`src/rtl/crp_pkg.sv`:
```
package crp_pkg;
  localparam int FRAME_W  = 24;
  localparam int DATA_W   = 12;
  localparam int ADDR_W   = 6;
  localparam int SEL_W    = 2;
  localparam int RW_POS   = 22;
  localparam int ADDR_LSB = 16;
  localparam int SEL_LSB  = 14;
  localparam int ECHO_W   = FRAME_W - DATA_W;
  localparam int CNT_W    = $clog2(FRAME_W + 1);

  typedef struct packed {
    logic [ADDR_W-1:0] addr;
    logic [SEL_W-1:0]  sel;
    logic [DATA_W-1:0] data;
  } wr_req_t;
endpackage

```
`src/rtl/crp_sync.sv`:
```
module crp_sync #(
  parameter int           W       = 3,
  parameter int           STAGES  = 2,
  parameter logic [W-1:0] RST_VAL = '0
) (
  input  logic         clk,
  input  logic         rst_n,
  input  logic [W-1:0] d,
  output logic [W-1:0] q
);
  logic [STAGES-1:0][W-1:0] stg;

  always_ff @(posedge clk or negedge rst_n) begin
    if (!rst_n) begin
      stg <= {STAGES{RST_VAL}};
    end else begin
      stg[0] <= d;
      for (int s = 1; s < STAGES; s++) stg[s] <= stg[s-1];
    end
  end

  assign q = stg[STAGES-1];
endmodule

```
`src/rtl/crp_frame.sv`:
```
module crp_frame
  import crp_pkg::*;
(
  input  logic               clk,
  input  logic               rst_n,
  input  logic               sync_n,
  input  logic               sclk,
  input  logic               din,
  input  logic               chain_en,
  input  logic               rb_load,
  input  logic [FRAME_W-1:0] rb_word,
  output logic               sdo,
  output logic               frame_start,
  output logic               frame_good,
  output logic [FRAME_W-1:0] frame_word,
  output logic [CNT_W-1:0]   frame_cnt
);
  logic               sync_d, sclk_d, q, q_n, rb_mode, rb_mode_n, good, good_n;
  logic [FRAME_W-1:0] sr, sr_n;
  logic [CNT_W-1:0]   cnt, cnt_n;
  logic               sync_fall, sync_rise, sclk_fall, sclk_rise, framing;

  assign sync_fall = sync_d & ~sync_n;
  assign sync_rise = ~sync_d & sync_n;
  assign sclk_fall = sclk_d & ~sclk;
  assign sclk_rise = ~sclk_d & sclk;
  assign framing   = ~sync_n & ~sync_d;

  always_comb begin
    sr_n      = sr;
    cnt_n     = cnt;
    q_n       = q;
    rb_mode_n = rb_mode;
    good_n    = 1'b0;
    if (sync_fall) begin
      sr_n      = rb_load ? rb_word : '0;
      q_n       = rb_load & rb_word[FRAME_W-1];
      cnt_n     = '0;
      rb_mode_n = rb_load;
    end else if (framing) begin
      if (sclk_fall) begin
        sr_n = {sr[FRAME_W-2:0], din};
        if (cnt != CNT_W'(FRAME_W)) cnt_n = cnt + 1'b1;
      end
      if (sclk_rise) q_n = sr[FRAME_W-1];
    end
    if (sync_rise) begin
      good_n    = (cnt == CNT_W'(FRAME_W));
      rb_mode_n = 1'b0;
    end
  end

  always_ff @(posedge clk or negedge rst_n) begin
    if (!rst_n) begin
      sync_d  <= 1'b1;
      sclk_d  <= 1'b1;
      sr      <= '0;
      cnt     <= '0;
      q       <= 1'b0;
      rb_mode <= 1'b0;
      good    <= 1'b0;
    end else begin
      sync_d  <= sync_n;
      sclk_d  <= sclk;
      sr      <= sr_n;
      cnt     <= cnt_n;
      q       <= q_n;
      rb_mode <= rb_mode_n;
      good    <= good_n;
    end
  end

  assign sdo         = q & (chain_en | rb_mode);
  assign frame_start = sync_fall;
  assign frame_good  = good;
  assign frame_word  = sr;
  assign frame_cnt   = cnt;
endmodule

```
`src/rtl/crp_regs.sv`:
```
module crp_regs
  import crp_pkg::*;
#(
  parameter int NCH = 8
) (
  input  logic               clk,
  input  logic               rst_n,
  input  logic               frame_start,
  input  logic               frame_good,
  input  logic [FRAME_W-1:0] frame_word,
  output logic               wr_stb,
  output wr_req_t            wr_req,
  output logic               rb_pend,
  output logic [FRAME_W-1:0] rb_word
);
  localparam int CH_W  = (NCH > 1) ? $clog2(NCH) : 1;
  localparam int IDX_W = CH_W + SEL_W;
  localparam int NENT  = 1 << IDX_W;

  logic [DATA_W-1:0] mem [NENT];
  logic [ADDR_W-1:0] f_addr;
  logic [SEL_W-1:0]  f_sel;
  logic [DATA_W-1:0] f_data;
  logic              f_rw, f_ok, do_wr, do_rd;
  logic [IDX_W-1:0]  f_idx, rb_idx, rb_idx_n;
  logic              rb_ok, rb_ok_n, pend_n, stb_n;
  logic [ECHO_W-1:0] echo, echo_n;
  wr_req_t           req_n;

  assign f_rw   = frame_word[RW_POS];
  assign f_addr = frame_word[ADDR_LSB +: ADDR_W];
  assign f_sel  = frame_word[SEL_LSB +: SEL_W];
  assign f_data = frame_word[DATA_W-1:0];
  assign f_ok   = {1'b0, f_addr} < (ADDR_W+1)'(NCH);
  assign f_idx  = {f_addr[CH_W-1:0], f_sel};
  assign do_wr  = frame_good & ~f_rw & (f_sel != '0) & f_ok;
  assign do_rd  = frame_good & f_rw;

  always_comb begin
    stb_n    = do_wr;
    req_n    = wr_req;
    pend_n   = rb_pend;
    echo_n   = echo;
    rb_idx_n = rb_idx;
    rb_ok_n  = rb_ok;
    if (do_wr) req_n = '{addr: f_addr, sel: f_sel, data: f_data};
    if (frame_start) pend_n = 1'b0;
    if (do_rd) begin
      pend_n   = 1'b1;
      echo_n   = frame_word[FRAME_W-1:DATA_W];
      rb_idx_n = f_idx;
      rb_ok_n  = f_ok;
    end
  end

  always_ff @(posedge clk or negedge rst_n) begin
    if (!rst_n) begin
      wr_stb  <= 1'b0;
      wr_req  <= '0;
      rb_pend <= 1'b0;
      echo    <= '0;
      rb_idx  <= '0;
      rb_ok   <= 1'b0;
    end else begin
      wr_stb  <= stb_n;
      wr_req  <= req_n;
      rb_pend <= pend_n;
      echo    <= echo_n;
      rb_idx  <= rb_idx_n;
      rb_ok   <= rb_ok_n;
    end
  end

  always_ff @(posedge clk or negedge rst_n) begin
    if (!rst_n) begin
      for (int e = 0; e < NENT; e++) mem[e] <= '0;
    end else if (do_wr) begin
      mem[f_idx] <= f_data;
    end
  end

  assign rb_word = {echo, rb_ok ? mem[rb_idx] : {DATA_W{1'b0}}};
endmodule

```
`src/rtl/chain_regport.sv`:
```
module chain_regport
  import crp_pkg::*;
#(
  parameter int NCH         = 8,
  parameter int SYNC_STAGES = 2
) (
  input  logic        clk,
  input  logic        rst_n,
  input  logic        sync_n_i,
  input  logic        sclk_i,
  input  logic        din_i,
  input  logic        chain_en_i,
  output logic        sdo_o,
  output logic        wr_stb_o,
  output logic [5:0]  wr_addr_o,
  output logic [1:0]  wr_sel_o,
  output logic [11:0] wr_data_o
);
  logic [1:0]         rst_pipe;
  logic               rst_n_s;
  logic [2:0]         pins_q;
  logic               sync_q, sclk_q, din_q;
  logic               frame_start, frame_good, rb_pend;
  logic [FRAME_W-1:0] frame_word, rb_word;
  logic [CNT_W-1:0]   frame_cnt;
  wr_req_t            wr_req;

  always_ff @(posedge clk or negedge rst_n) begin
    if (!rst_n) rst_pipe <= '0;
    else        rst_pipe <= {rst_pipe[0], 1'b1};
  end
  assign rst_n_s = rst_pipe[1];

  crp_sync #(.W(3), .STAGES(SYNC_STAGES), .RST_VAL(3'b110)) u_sync (
    .clk(clk), .rst_n(rst_n_s), .d({sync_n_i, sclk_i, din_i}), .q(pins_q)
  );
  assign {sync_q, sclk_q, din_q} = pins_q;

  crp_frame u_frame (
    .clk(clk), .rst_n(rst_n_s), .sync_n(sync_q), .sclk(sclk_q), .din(din_q),
    .chain_en(chain_en_i), .rb_load(rb_pend), .rb_word(rb_word), .sdo(sdo_o),
    .frame_start(frame_start), .frame_good(frame_good), .frame_word(frame_word),
    .frame_cnt(frame_cnt)
  );

  crp_regs #(.NCH(NCH)) u_regs (
    .clk(clk), .rst_n(rst_n_s), .frame_start(frame_start), .frame_good(frame_good),
    .frame_word(frame_word), .wr_stb(wr_stb_o), .wr_req(wr_req), .rb_pend(rb_pend),
    .rb_word(rb_word)
  );

  assign wr_addr_o = wr_req.addr;
  assign wr_sel_o  = wr_req.sel;
  assign wr_data_o = wr_req.data;
endmodule

```
`config.mk`:
```
export PLATFORM = sky130hd
export DESIGN_NAME = chain_regport
export DESIGN_NICKNAME = d
export VERILOG_FILES = /design/src/rtl/crp_pkg.sv /design/src/rtl/crp_sync.sv /design/src/rtl/crp_frame.sv /design/src/rtl/crp_regs.sv /design/src/rtl/chain_regport.sv
export SDC_FILE = /design/constraint.sdc
export NUM_CORES = 1
export LEC_CHECK = 0
export BUFFER_PORTS_ARGS = -buffer_cell sky130_fd_sc_hd__buf_2
export CORE_MARGIN = 5
export CORE_UTILIZATION = 45
export DETAILED_ROUTE_END_ITERATION = 6
export GPL_TIMING_DRIVEN = 0
export SLEW_MARGIN = 20
export SYNTH_ARGS = -nofsm -noshare
export SYNTH_HDL_FRONTEND = slang
export SYNTH_HIERARCHICAL = 1
export SYNTH_SLANG_ARGS = --single-unit
```
`constraint.sdc`:
```
create_clock -name clk -period 14.4 [get_ports clk]
set_input_delay 2.16 -clock clk [delete_from_list [all_inputs] [get_ports clk]]
set_output_delay 2.16 -clock clk [all_outputs]
set_load 0.05 [all_outputs]
```
==> impl_metrics.env <==
export IMPL_outcome="completed"
export IMPL_hold_violations=0
export IMPL_critPathMostFrequentCell="buf_2"
export IMPL_cp_top_family="buffers and inverters"
export IMPL_clk_pin_slew_worst_paths_ns=0.06
export IMPL_layout_common_cells="454 x dfrtp_1, 330 x mux2_2, 155 x clkbuf_1"
export IMPL_core_rowCount=77
export IMPL_insertion_delay_ns=0.58
export IMPL_antenna_found_initial=0
export IMPL_drc=0
export IMPL_rrSetupSlack_ns=11.34
export IMPL_portBuffers=27
export IMPL_cts_path_max_buffers=3
export IMPL_cts_root_buf="clkbuf_16"
export IMPL_cp_max_fo=1
export IMPL_grt_pass1_wl_um=76100
export IMPL_min_delay_path_class="register to async pin"
export IMPL_post_cts_repair_setup_buffers=0
export IMPL_synthFlopType="dfrtp_1"
export IMPL_place_gp_congestion=0.790
export IMPL_grt_total_usage_pct=20.8
export IMPL_critPathLaunchType="input pin"
export IMPL_cp_buffers_inverters=2
export IMPL_syn_nets=1348
export IMPL_crit_path_end_kind="output pin"
export IMPL_coreArea_um2=43900
export IMPL_fin_nets=1434
export IMPL_cp_depth=3
export IMPL_postRouteAntennaNets=0
export IMPL_rr_endpoint="u_frame/frame_word[6]"
export IMPL_io_pins=28
export IMPL_worstSetupPathType="input pin to output pin"
export IMPL_layout_commonest_cell="dfrtp_1"
export IMPL_setup_viol=0
export IMPL_finalClockSkew_ns=0.0171
export IMPL_drt_iter0_drc=777
export IMPL_period_needed_ns=4.78
export IMPL_grt_pass1_vias=12244
export IMPL_ys_warn_count=6
export IMPL_cts_hold_buf=0
export IMPL_grt_ovfl_total=0
export IMPL_tritoncts="done"
export IMPL_clkSinkCount=461
export IMPL_reg2reg_from="u_regs/rb_idx[0]"
export IMPL_dieArea_um2=48400
export IMPL_r2r_cells=8
export IMPL_cp_slowest_cell="buf_2"
export IMPL_final_cells=2054
export IMPL_syn_cell_area_um2=19900
export IMPL_synth_top_cell_area_share_pct=57.4
export IMPL_syn_inst=1337
export IMPL_cp_endpoint="sdo_o"
export IMPL_worstPathCellList="buf_2 > o21a_1 > buf_2"
export IMPL_syn_area_per_cell_um2=14.8
export IMPL_detail_route_wirelength_um=48700
export IMPL_h_tree_depth=2
export IMPL_antenna_cells=0
export IMPL_cp_slowest_stage_delay_ns=0.20
export IMPL_cts_made_buffers=48
export IMPL_dr_pass1_iters=5
export IMPL_rsz0062_at_grt="false"
export IMPL_area_growth_pct=13.9
export IMPL_drive_gt1_share_pct=40.5
export IMPL_worst_pin_slew_ns=1.02
export IMPL_vias=11385
export IMPL_p_leak_nw=10.8
export IMPL_fin_hold_ws_ns=0.318
export IMPL_p_total_w=0.00263
export IMPL_yosys_area_top_type="dfrtp_1"
export IMPL_startpoint="chain_en_i"
export IMPL_slew_limit_headroom_pct=32.0
export IMPL_post_dp_hpwl_um=33000
export IMPL_post_place_ws_ns=9.63
export IMPL_initial_core_util_pct=45.2
export IMPL_report_final_slew_viol_count=0
export IMPL_power_density_nw_per_um2=116
export IMPL_wl_per_cell_um=23.7
export IMPL_seq_area_frac_synth_pct=58.1
export IMPL_ys_seq_elements=461
export IMPL_critPathArrivalTime_ns=2.62
export IMPL_finalCritPeriodShare_pct=33.2
export IMPL_fp_dieH_um=220
export IMPL_dpl_cell_count=1965
export IMPL_synth_edf_count=0
export IMPL_required_ns=12.24
export IMPL_grt_max_degree=59
export IMPL_via_per_inst=5.54
export IMPL_setup_slack_ns=9.62
export IMPL_ir_drop_uv=78.4
export IMPL_async_flop_share_pct=100
export IMPL_synth_area_leaders="dfrtp_1 57%, mux2_2 19%, mux4_2 9.5%"
export IMPL_synth_distinct_cells=44
export IMPL_cts_resized=0
export IMPL_die_w_um=220
export IMPL_maxCapViolCount=0
export IMPL_fmax_mhz=209
-- flip-flops by register name, summed over array words and instances, names as in the netlist, 2 cells and up --
name                flops
u_sync/q                3
u_regs/rb_idx           4
u_regs/wr_req          20
u_regs/mem            384
u_sync/stg              3
u_regs/echo             8
rst_pipe                2
u_frame/frame_cnt       5
u_frame/frame_word     24
-- cells by family after synthesis --
kind of cell	synth area share, %
compound gates	3.09
simple gates	2.67
flops	58.1
mux	31.5
fa+ha+maj	0.315
buf+inv	4.27
other cells	0.0189
-- per-stage QoR --
stage | instance area, µm² | TNS [ns] | util [%]
2_1_floorplan | 19900 | 0 | -
3_3_place_gp | 20700 | -2000.73 | 47.2
3_5_place_dp | 21000 | 0 | 47.7
4_1_cts | 22600 | 0 | 51.5
5_1_grt | 22600 | 0 | 51.5
6_report | 22600 | 0 | 51.5
-- routing by layer --
layer | wire length (µm) | GRT usage (%) | up-vias
met5 | 0 | 0 | -
met4 | 1180 | 5.66 | 0
met3 | 2110 | 3.26 | 76
met2 | 23200 | 32.8 | 219
met1 | 22300 | 30.4 | 6128
li1 | - | - | 4962
-- worst register-to-register path, cell delays in order (launching register included) --
cell and delay [ns]:
dfrtp_1 0.48, buf_2 0.37, clkinv_1 0.44, buf_1 0.52, mux2_2 0.42, o221ai_1 0.40, a31oi_1 0.11, nand2_1 0.09
o21ai_0 0.08
-- how the worst min path moves through the flow --
stage | slack, ns | cells past startpoint | end
after detailed placement | 0.34 | 0 | u_regs/mem[87]
after global routing | 0.36 | 0 | u_sync/q[0]
after global placement | 0.34 | 0 | u_sync/q[0]
after CTS | 0.35 | 0 | u_regs/mem[39]
after floorplan | 0.33 | 0 | rst_pipe[1]
final | 0.32 | 0 | u_regs/mem[64]
-- power breakdown --
part,internal [W],switching [W]
combinational,0.0000104,0.0000302
clock,0.000775,0.000513
sequential,0.00130,0.00000381
total,0.00208,0.000547
-- cells in the mapped netlist (2+ instances only) --
cell type,number
o21ai_0,38
mux4_2,84
a31oi_1,12
inv_1,8
nand2b_1,7
buf_1,5
nand4_1,2
a21oi_1,3
dfrtp_1,455
nand2_1,32
clkbuf_1,143
nand3_1,3
buf_4,5
o2111ai_1,3
ha_1,5
or3_1,5
o221ai_1,12
buf_2,44
a22oi_1,12
mux2_1,11
nand3b_1,3
mux2_2,330
dfstp_2,6
o211ai_1,2
mux2i_1,52
nor4_2,3
nor3_1,12
a221oi_1,9
nor2b_1,5
nor2_1,12
-- cell type report --
type / instances / area [µm²]
Buffer: 197 / 815
Clock buffer: 77 / 1480
Clock inverter: 12 / 168
Fill cell: 3764 / 21300
Inverter: 9 / 33.8
Multi-Input combinational cell: 670 / 7460
Sequential cell: 461 / 11500
Tap cell: 592 / 741
Timing Repair Buffer: 36 / 360
No activity file was read; power rests on OpenSTA's default activity.
